[src/rtl/sdcmd_pkg.sv]
package sdcmd_pkg;

    // Controller phases
    typedef enum logic [1:0] {
        FB_IDLE = 2'd0,
        FB_CRC  = 2'd1,
        FB_SEND = 2'd2
    } fb_state_e;

    // Feedback taps for x^7 + x^3 + 1 (the x^7 term is implicit)
    localparam logic [6:0] SDCMD_CRC7_TAPS = 7'h09;

    // Token prefix: start bit 0, direction bit 1
    localparam logic [1:0] SDCMD_PREFIX = 2'b01;

endpackage

[src/rtl/sdcmd_crc7_engine.sv]
module sdcmd_crc7_engine #(
    parameter int               CRC_W = 7,
    parameter logic [CRC_W-1:0] TAPS  = sdcmd_pkg::SDCMD_CRC7_TAPS
) (
    input  logic             clk_i,
    input  logic             rst_ni,
    input  logic             clr_i,
    input  logic             en_i,
    input  logic             din_i,
    output logic [CRC_W-1:0] crc_next_o
);

    logic [CRC_W-1:0] crc_d, crc_q;
    logic [CRC_W-1:0] step;
    logic             fb;

    always_comb begin
        fb    = din_i ^ crc_q[CRC_W-1];
        step  = {crc_q[CRC_W-2:0], 1'b0} ^ (fb ? TAPS : '0);
        crc_d = crc_q;
        if (clr_i) begin
            crc_d = '0;
        end else if (en_i) begin
            crc_d = step;
        end
    end

    always_ff @(posedge clk_i) begin
        if (!rst_ni) begin
            crc_q <= '0;
        end else begin
            crc_q <= crc_d;
        end
    end

    assign crc_next_o = step;

endmodule

[src/rtl/sdcmd_tx_shifter.sv]
module sdcmd_tx_shifter #(
    parameter int FRAME_W = 48
) (
    input  logic               clk_i,
    input  logic               rst_ni,
    input  logic               load_i,
    input  logic [FRAME_W-1:0] data_i,
    output logic               ser_o,
    output logic               last_o
);

    localparam int CNT_W = $clog2(FRAME_W);

    typedef struct packed {
        logic               active;
        logic [CNT_W-1:0]   cnt;
        logic [FRAME_W-1:0] sh;
    } tx_t;

    tx_t tx_d, tx_q;
    logic at_end;

    always_comb begin
        at_end = (tx_q.cnt == CNT_W'(FRAME_W - 1));
        tx_d   = tx_q;
        if (load_i) begin
            tx_d.active = 1'b1;
            tx_d.cnt    = '0;
            tx_d.sh     = data_i;
        end else if (tx_q.active) begin
            tx_d.sh  = {tx_q.sh[FRAME_W-2:0], 1'b1};
            tx_d.cnt = tx_q.cnt + 1'b1;
            if (at_end) begin
                tx_d.active = 1'b0;
                tx_d.cnt    = '0;
            end
        end
    end

    always_ff @(posedge clk_i) begin
        if (!rst_ni) begin
            tx_q <= '{active: 1'b0, cnt: '0, sh: '1};
        end else begin
            tx_q <= tx_d;
        end
    end

    // Line rests high outside a token
    assign ser_o  = tx_q.active ? tx_q.sh[FRAME_W-1] : 1'b1;
    assign last_o = tx_q.active && at_end;

endmodule

[src/rtl/sdcmd_frame_ctrl.sv]
module sdcmd_frame_ctrl
    import sdcmd_pkg::*;
#(
    parameter int IDX_W = 6,
    parameter int ARG_W = 32,
    parameter int CRC_W = 7,
    localparam int BODY_W  = 2 + IDX_W + ARG_W,
    localparam int FRAME_W = BODY_W + CRC_W + 1
) (
    input  logic               clk_i,
    input  logic               rst_ni,
    input  logic               start_i,
    input  logic [IDX_W-1:0]   idx_i,
    input  logic [ARG_W-1:0]   arg_i,
    input  logic [CRC_W-1:0]   crc_next_i,
    input  logic               tx_last_i,
    output logic               crc_clr_o,
    output logic               crc_en_o,
    output logic               crc_din_o,
    output logic               tx_load_o,
    output logic [FRAME_W-1:0] tx_data_o,
    output logic [FRAME_W-1:0] frame_o,
    output logic               busy_o,
    output logic               done_o
);

    localparam int CNT_W = $clog2(BODY_W);

    typedef struct packed {
        fb_state_e          state;
        logic [CNT_W-1:0]   cnt;
        logic [BODY_W-1:0]  body;
        logic [FRAME_W-1:0] frame;
        logic               done;
    } ctrl_t;

    ctrl_t c_d, c_q;
    logic [BODY_W-1:0] body_rot;

    always_comb begin
        // Rotating (not shifting) restores the body after BODY_W steps
        body_rot  = {c_q.body[BODY_W-2:0], c_q.body[BODY_W-1]};
        tx_data_o = {body_rot, crc_next_i, 1'b1};
        c_d       = c_q;
        c_d.done  = 1'b0;
        crc_clr_o = 1'b0;
        crc_en_o  = 1'b0;
        tx_load_o = 1'b0;
        unique case (c_q.state)
            FB_IDLE: begin
                if (start_i) begin
                    c_d.body  = {SDCMD_PREFIX, idx_i, arg_i};
                    c_d.cnt   = '0;
                    c_d.state = FB_CRC;
                    crc_clr_o = 1'b1;
                end
            end
            FB_CRC: begin
                crc_en_o = 1'b1;
                c_d.body = body_rot;
                c_d.cnt  = c_q.cnt + 1'b1;
                if (c_q.cnt == CNT_W'(BODY_W - 1)) begin
                    c_d.state = FB_SEND;
                    c_d.cnt   = '0;
                    c_d.frame = tx_data_o;
                    c_d.done  = 1'b1;
                    tx_load_o = 1'b1;
                end
            end
            FB_SEND: begin
                if (tx_last_i) begin
                    c_d.state = FB_IDLE;
                end
            end
            default: c_d.state = FB_IDLE;
        endcase
    end

    always_ff @(posedge clk_i) begin
        if (!rst_ni) begin
            c_q <= '{state: FB_IDLE, cnt: '0, body: '0, frame: '0, done: 1'b0};
        end else begin
            c_q <= c_d;
        end
    end

    assign crc_din_o = c_q.body[BODY_W-1];
    assign frame_o   = c_q.frame;
    assign busy_o    = (c_q.state != FB_IDLE);
    assign done_o    = c_q.done;

endmodule

[src/rtl/sdcmd_frame_builder.sv]
module sdcmd_frame_builder #(
    parameter int               IDX_W  = 6,
    parameter int               ARG_W  = 32,
    parameter int               CRC_W  = 7,
    parameter logic [CRC_W-1:0] TAPS   = sdcmd_pkg::SDCMD_CRC7_TAPS,
    parameter int               WORD_W = 16
) (
    input  logic              clk_i,
    input  logic              rst_ni,
    input  logic              start_i,
    input  logic [IDX_W-1:0]  cmd_idx_i,
    input  logic [ARG_W-1:0]  cmd_arg_i,
    output logic              busy_o,
    output logic              done_o,
    output logic [WORD_W-1:0] word_lo_o,
    output logic [WORD_W-1:0] word_mid_o,
    output logic [WORD_W-1:0] word_hi_o,
    output logic              ser_o
);

    localparam int BODY_W  = 2 + IDX_W + ARG_W;
    localparam int FRAME_W = BODY_W + CRC_W + 1;
    localparam int NWORDS  = FRAME_W / WORD_W;

    logic [CRC_W-1:0]   crc_next;
    logic               crc_clr, crc_en, crc_din;
    logic               tx_load, tx_last;
    logic [FRAME_W-1:0] tx_data, frame;
    logic [WORD_W-1:0]  words [NWORDS];

    sdcmd_frame_ctrl #(
        .IDX_W (IDX_W),
        .ARG_W (ARG_W),
        .CRC_W (CRC_W)
    ) u_ctrl (
        .clk_i      (clk_i),
        .rst_ni     (rst_ni),
        .start_i    (start_i),
        .idx_i      (cmd_idx_i),
        .arg_i      (cmd_arg_i),
        .crc_next_i (crc_next),
        .tx_last_i  (tx_last),
        .crc_clr_o  (crc_clr),
        .crc_en_o   (crc_en),
        .crc_din_o  (crc_din),
        .tx_load_o  (tx_load),
        .tx_data_o  (tx_data),
        .frame_o    (frame),
        .busy_o     (busy_o),
        .done_o     (done_o)
    );

    sdcmd_crc7_engine #(
        .CRC_W (CRC_W),
        .TAPS  (TAPS)
    ) u_crc (
        .clk_i      (clk_i),
        .rst_ni     (rst_ni),
        .clr_i      (crc_clr),
        .en_i       (crc_en),
        .din_i      (crc_din),
        .crc_next_o (crc_next)
    );

    sdcmd_tx_shifter #(
        .FRAME_W (FRAME_W)
    ) u_tx (
        .clk_i  (clk_i),
        .rst_ni (rst_ni),
        .load_i (tx_load),
        .data_i (tx_data),
        .ser_o  (ser_o),
        .last_o (tx_last)
    );

    // Register-order packing: word 0 carries the token's tail
    for (genvar g = 0; g < NWORDS; g++) begin : g_word
        assign words[g] = frame[g*WORD_W +: WORD_W];
    end

    assign word_lo_o  = words[0];
    assign word_mid_o = words[1];
    assign word_hi_o  = words[NWORDS-1];

endmodule

[config.mk]
export PLATFORM = sky130hd
export DESIGN_NAME = sdcmd_frame_builder
export DESIGN_NICKNAME = d
export VERILOG_FILES = /design/src/rtl/sdcmd_pkg.sv /design/src/rtl/sdcmd_crc7_engine.sv /design/src/rtl/sdcmd_tx_shifter.sv /design/src/rtl/sdcmd_frame_ctrl.sv /design/src/rtl/sdcmd_frame_builder.sv
export SDC_FILE = /design/constraint.sdc
export NUM_CORES = 1
export LEC_CHECK = 0
export CORE_UTILIZATION = 63
export DETAILED_ROUTE_END_ITERATION = 8
export DONT_BUFFER_PORTS = 1
export GPL_TIMING_DRIVEN = 1
export PLACE_DENSITY = 0.79
export SYNTH_ARGS = -nofsm -noshare
export SYNTH_HDL_FRONTEND = slang
export SYNTH_SLANG_ARGS = --single-unit
[constraint.sdc]
create_clock -name clk_i -period 1.93 [get_ports clk_i]
set_clock_uncertainty 0.05 [all_clocks]
set_input_delay 0.386 -clock clk_i [delete_from_list [all_inputs] [get_ports clk_i]]
set_output_delay 0.386 -clock clk_i [all_outputs]
set_load 0.03 [all_outputs]
Word level (Yosys, flattened, before mapping)
Cells that the tools add are included. Widths: inputs -> output; s select.

Add/subtract/negate cells: 2. Equal/unequal tests: 7. Mux-type cells: 16. Bitwise gates (word level): 3. Reductions and logical operators: 11.

Operators with widths (number): $mux 55 (2); $pmux 46 s2 (1); $mux 48 (1); $add 6x1->6 const B (2); $eq 6x6->1 const B (2); $mux 8 (1); $mux 1 (7); $mux 7 (1); $xor 7x4->7 (1); $pmux 2 s3 (1); $reduce_and 2->1 (3); $reduce_bool 2->1 (3); $mux 4 (1); $ne 2x2->1 const B (2); $reduce_or 2->1 (2); $reduce_and 3->1 (1); $eq 2x1->1 const B (1); $eq 2x2->1 const B (1); $logic_not 2->1 (1); $mux 2 (1); $ne 2x1->1 const B (1); $logic_and 1x1->1 (1); $not 1->1 (1); $xor 1x1->1 (1).

Register bits: 158. Input bits: 41. Output and inout port bits: 51. Logic and storage cells: 48.

Longest topological paths before layout
Word-level depth: 4. Depth in mapped cells: 7. Gate-level depth less buffers: 4.

By module
Synthesis repeated with hierarchy kept, for this count alone.

Cells, all modules: 848. Area total of the unflattened synthesis: 7682.4 sq um.

By module, submodules not included: sdcmd_frame_ctrl (instances 1, cells each 574, area each 4780.8 sq um); sdcmd_tx_shifter (instances 1, cells each 243, area each 2575.0 sq um); sdcmd_crc7_engine (instances 1, cells each 31, area each 326.6 sq um).

Worst setup path before layout
OpenSTA, ideal clock, no wires.

Kind: register to register. Start point: register u_ctrl.c_q[89] in the netlist's numbering. End point: register u_ctrl.c_q (netlist bit u_ctrl.frame_o[19]). Library setup time: 76 ps. Arrival time: 1417 ps. Required time: 1804 ps. Setup slack: 387 ps. Stages on the path, launching flop included: 8. Buffers on the path: 3. Clock period less this slack: 1543 ps. Cell sequence: dfxtp_1 > ha_1 > and4b_1 > buf_2 > buf_4 > buf_2 > nand3_1 > a21boi_0.

Cells in the longest elaborated chain, start to end: 2.

Ends and longest elaborated chain: start: declaration (line sdcmd_frame_ctrl.sv:37) `ctrl_t c_d, c_q;`; start signal: assignment (line sdcmd_frame_ctrl.sv:81) `c_q <= '{state: FB_IDLE, cnt: '0, body: '0, frame: '0, done: 1'b0};`; $eq 6x6->1 (line sdcmd_frame_ctrl.sv:62) `if (c_q.cnt == CNT_W'(BODY_W - 1)) begin`; $reduce_and 2->1 (no source line).

No other way between the ends. A chain may end at the register's enable or synchronous reset.

Worst setup path after layout
Start point: register u_ctrl.c_q[89] in the netlist's numbering. End point: register u_ctrl.c_q (netlist bit u_ctrl.frame_o[28]).

Same word-level chain as after synthesis.

==> flow_summary.toml <==
[run_status]
status = "completed"

[drt]
drt-vias-per-instance = 6.192
detail_route.wirelength_um = 15730
final_antenna_net_count = 0
drtIter0Drc = 491
vias = 5814
drc = 0
wl_per_cell_um = 16.75
drt_first_pass_iters = 5

[floorplanning]
die_height_um = 109.9
die_x_um = 109.9
rows = 39
start_util_pct = 64.53
core-area_um2 = 11370
io_pins = 92
die_area_um2 = 12080

[logic_synthesis]
synth-edff-count = 0
syn_inst = 876
synthTopCellsByArea = "dfxtp_1 43%, mux2_2 7.1%, o21ai_0 6.8%"
yosys_warnings = 0
synth_most_common_cell = "dfxtp_1"
ys_dominant_reg_cell = "dfxtp_1"
ys_ff_latch = 158
synth_nets = 919
yosysSeqAreaShare_pct = 43.11
synth_top_area_share_pct = 43.11
syn_area_um2 = 7337
synth_cell_type_count = 46
async_flop_share_pct = 0
yosysTopAreaCell = "dfxtp_1"
synth_common_cells = "158 x dfxtp_1, 99 x nand2_1, 99 x o21ai_0"
syn_area_per_cell_um2 = 8.376

[finish]
area_delta_synth_final_pct = 5.440
nets = 827
fill_cells = 890
final_cells = 939
n_antenna_cell = 0
drive_above_1_share_pct = 13.44

[clock_tree]
clk-insertion-delay-late_ns = 0.42
clkSlewWorstSetupHoldPaths_ns = 0.06
cts_inserted_buffers = 17
clkSinkCount = 158
cts.repair.resized = 0
ctsLongestPathBuffers = 2
htreeDepth = 4
cts_tree = "done"
cts_root_buffer = "clkbuf_16"

[grt]
grt_max_degree = 135
gr-total-overflow = 0
grt_pass1_wl_um = 25540
antenna_found_initial = 0
grt_pass1_vias = 5417
grt_use_total_pct = 26.99

[critical_path]
cp-start-kind = "flop"
slowest_stage = "and4b_4"
critPathArrivalTime_ns = 2.09
criticalPathCategory = "reg2reg"
path_delay_family = "simple AND/OR/NAND/NOR gates"
cp_max_fo = 45
cp.required_ns = 2.22
critPathCaptureType = "flop"
path_cells = "ha_1, and4b_4, buf_12, nand3_1, a21boi_0"
critPathBufInv = 1
slowest_delay_ns = 0.42

[power]
power_mw = 7.709
power.leakage_nw = 2.499
peakVddDrop_mv = 0.7291
powerDensity_nw_per_um2 = 996.5

[sta]
setup_viol = 0
fmax_mhz = 553.8
min_period_over_period_pct = 93.56
rsz0062_at_grt = "no"
hold_viol_final = 0
fin_tns_setup_ns = 0
maxSlewViolCount = 0
max-slew-margin-rel_pct = 53.48
worst_pin_slew_ns = 0.6956
layout_min_cycle_time_ns = 1.806

[placement]
dp_hpwl_um = 8999
place.gp.congestion = 0.7657
dp_cells = 904
port_buffers = 0

[min_path]
min_path_type = "in2reg"

[job]
drv_cap = 0
==> cells in the final DEF, fill, tap and decap left out, types with 3 or more instances in the layout <==
cell	n
o21ai_0	99
nor3_1	48
dlygate4sd3_1	3
bufinv_16	7
nor2b_1	3
nor2_1	6
mux2_2	46
buf_12	7
a21oi_1	58
inv_1	3
dfxtp_1	157
a21boi_1	12
nand2_1	99
a31oi_1	37
buf_4	13
o21ai_1	38
nand4b_1	3
clkbuf_8	3
clkbuf_16	17
o211ai_1	3
a21boi_0	38
a211oi_1	3
nand2b_1	5
nand3_1	51
==> registers in the layout, indices dropped and copies added (netlist names) <==
register          count
u_tx.tx_q            54
u_ctrl.tx_data_o     39
u_ctrl.done_o         1
u_ctrl.c_q            8
u_ctrl.frame_o       48
u_crc.crc_q           7
u_ctrl.crc_din_o      1
==> power by group <==
group | switching [mW] | internal (mW)
Sequential | 0.102 | 3.35
Clock | 1.29 | 2.65
Combinational | 0.188 | 0.125
==> layer usage <==
layer | vias up | wire length, um | track usage (%)
li1 | 2874 | - | -
met1 | 2748 | 6941 | 32.85
met2 | 163 | 7719 | 45.45
met3 | 29 | 729 | 5.513
met4 | 0 | 340 | 12.86
met5 | - | 0 | 0
==> final timing paths <==
path                  startpoint                 end  slack, ns  depth (start not counted)
setup / recovery  u_ctrl.c_q[89]  u_ctrl.frame_o[28]       0.12                          5
hold / removal            rst_ni       u_tx.tx_q[21]       0.01                          1
hold reg to reg   u_crc.crc_q[2]      u_crc.crc_q[2]       0.42                          2
setup reg to reg  u_ctrl.c_q[89]  u_ctrl.frame_o[28]       0.12                          5
==> worst register-to-register path, delay by kind of cell, from the launching register on <==
family | cells | cell delay [ns]
buffers and inverters | 1 | 0.26
flip-flops | 1 | 0.38
AND/OR/NAND/NOR | 2 | 0.53
adder cells (fa/ha/maj) | 1 | 0.31
AO/OA/AOI/OAI | 1 | 0.19
==> logic make-up after synthesis <==
| kind of cell | synth area share [%] |
|---|---|
| buf+inv | 10.62 |
| flops | 43.11 |
| simple gates | 14.94 |
| mux | 7.060 |
| xor+xnor | 0.6822 |
| fa+ha+maj | 0.3410 |
| compound gates | 23.24 |
==> repair_timing <==
item | CTS | global route
hold endpoints to repair | 18 | 0
hold buffers | 3 | 0
buffers inserted | 0 | 1
endpoints found under the setup margin | 0 | 56
==> metrics by stage <==
step	util, %	area (um^2)	setup WS (ns)	hold slack, ns
after floorplan	-	7337	0.3870	0.3916
after global placement	61.54	6997	0.2340	0.4003
after detailed placement	61.54	6997	0.1081	0.4129
after CTS	67.98	7729	0.05045	0.0001553
after global routing	68.04	7736	0.01697	0.01596
final	68.04	7736	0.1243	0.01381
==> cell type report <==
| cell class | count | area, um^2 | share of cell area [%] |
|---|---|---|---|
| multi-input cells | 581 | 3412 | 44.10 |
| flip-flops and latches | 158 | 3164 | 40.90 |
| clock buffers | 20 | 466.7 | 6.033 |
| repair buffers | 23 | 267.8 | 3.461 |
| clock inverters | 11 | 235.2 | 3.041 |
| well taps | 143 | 178.9 | 2.313 |
| inverters | 3 | 11.26 | 0.1456 |
Power figures use the tool's default switching activity.
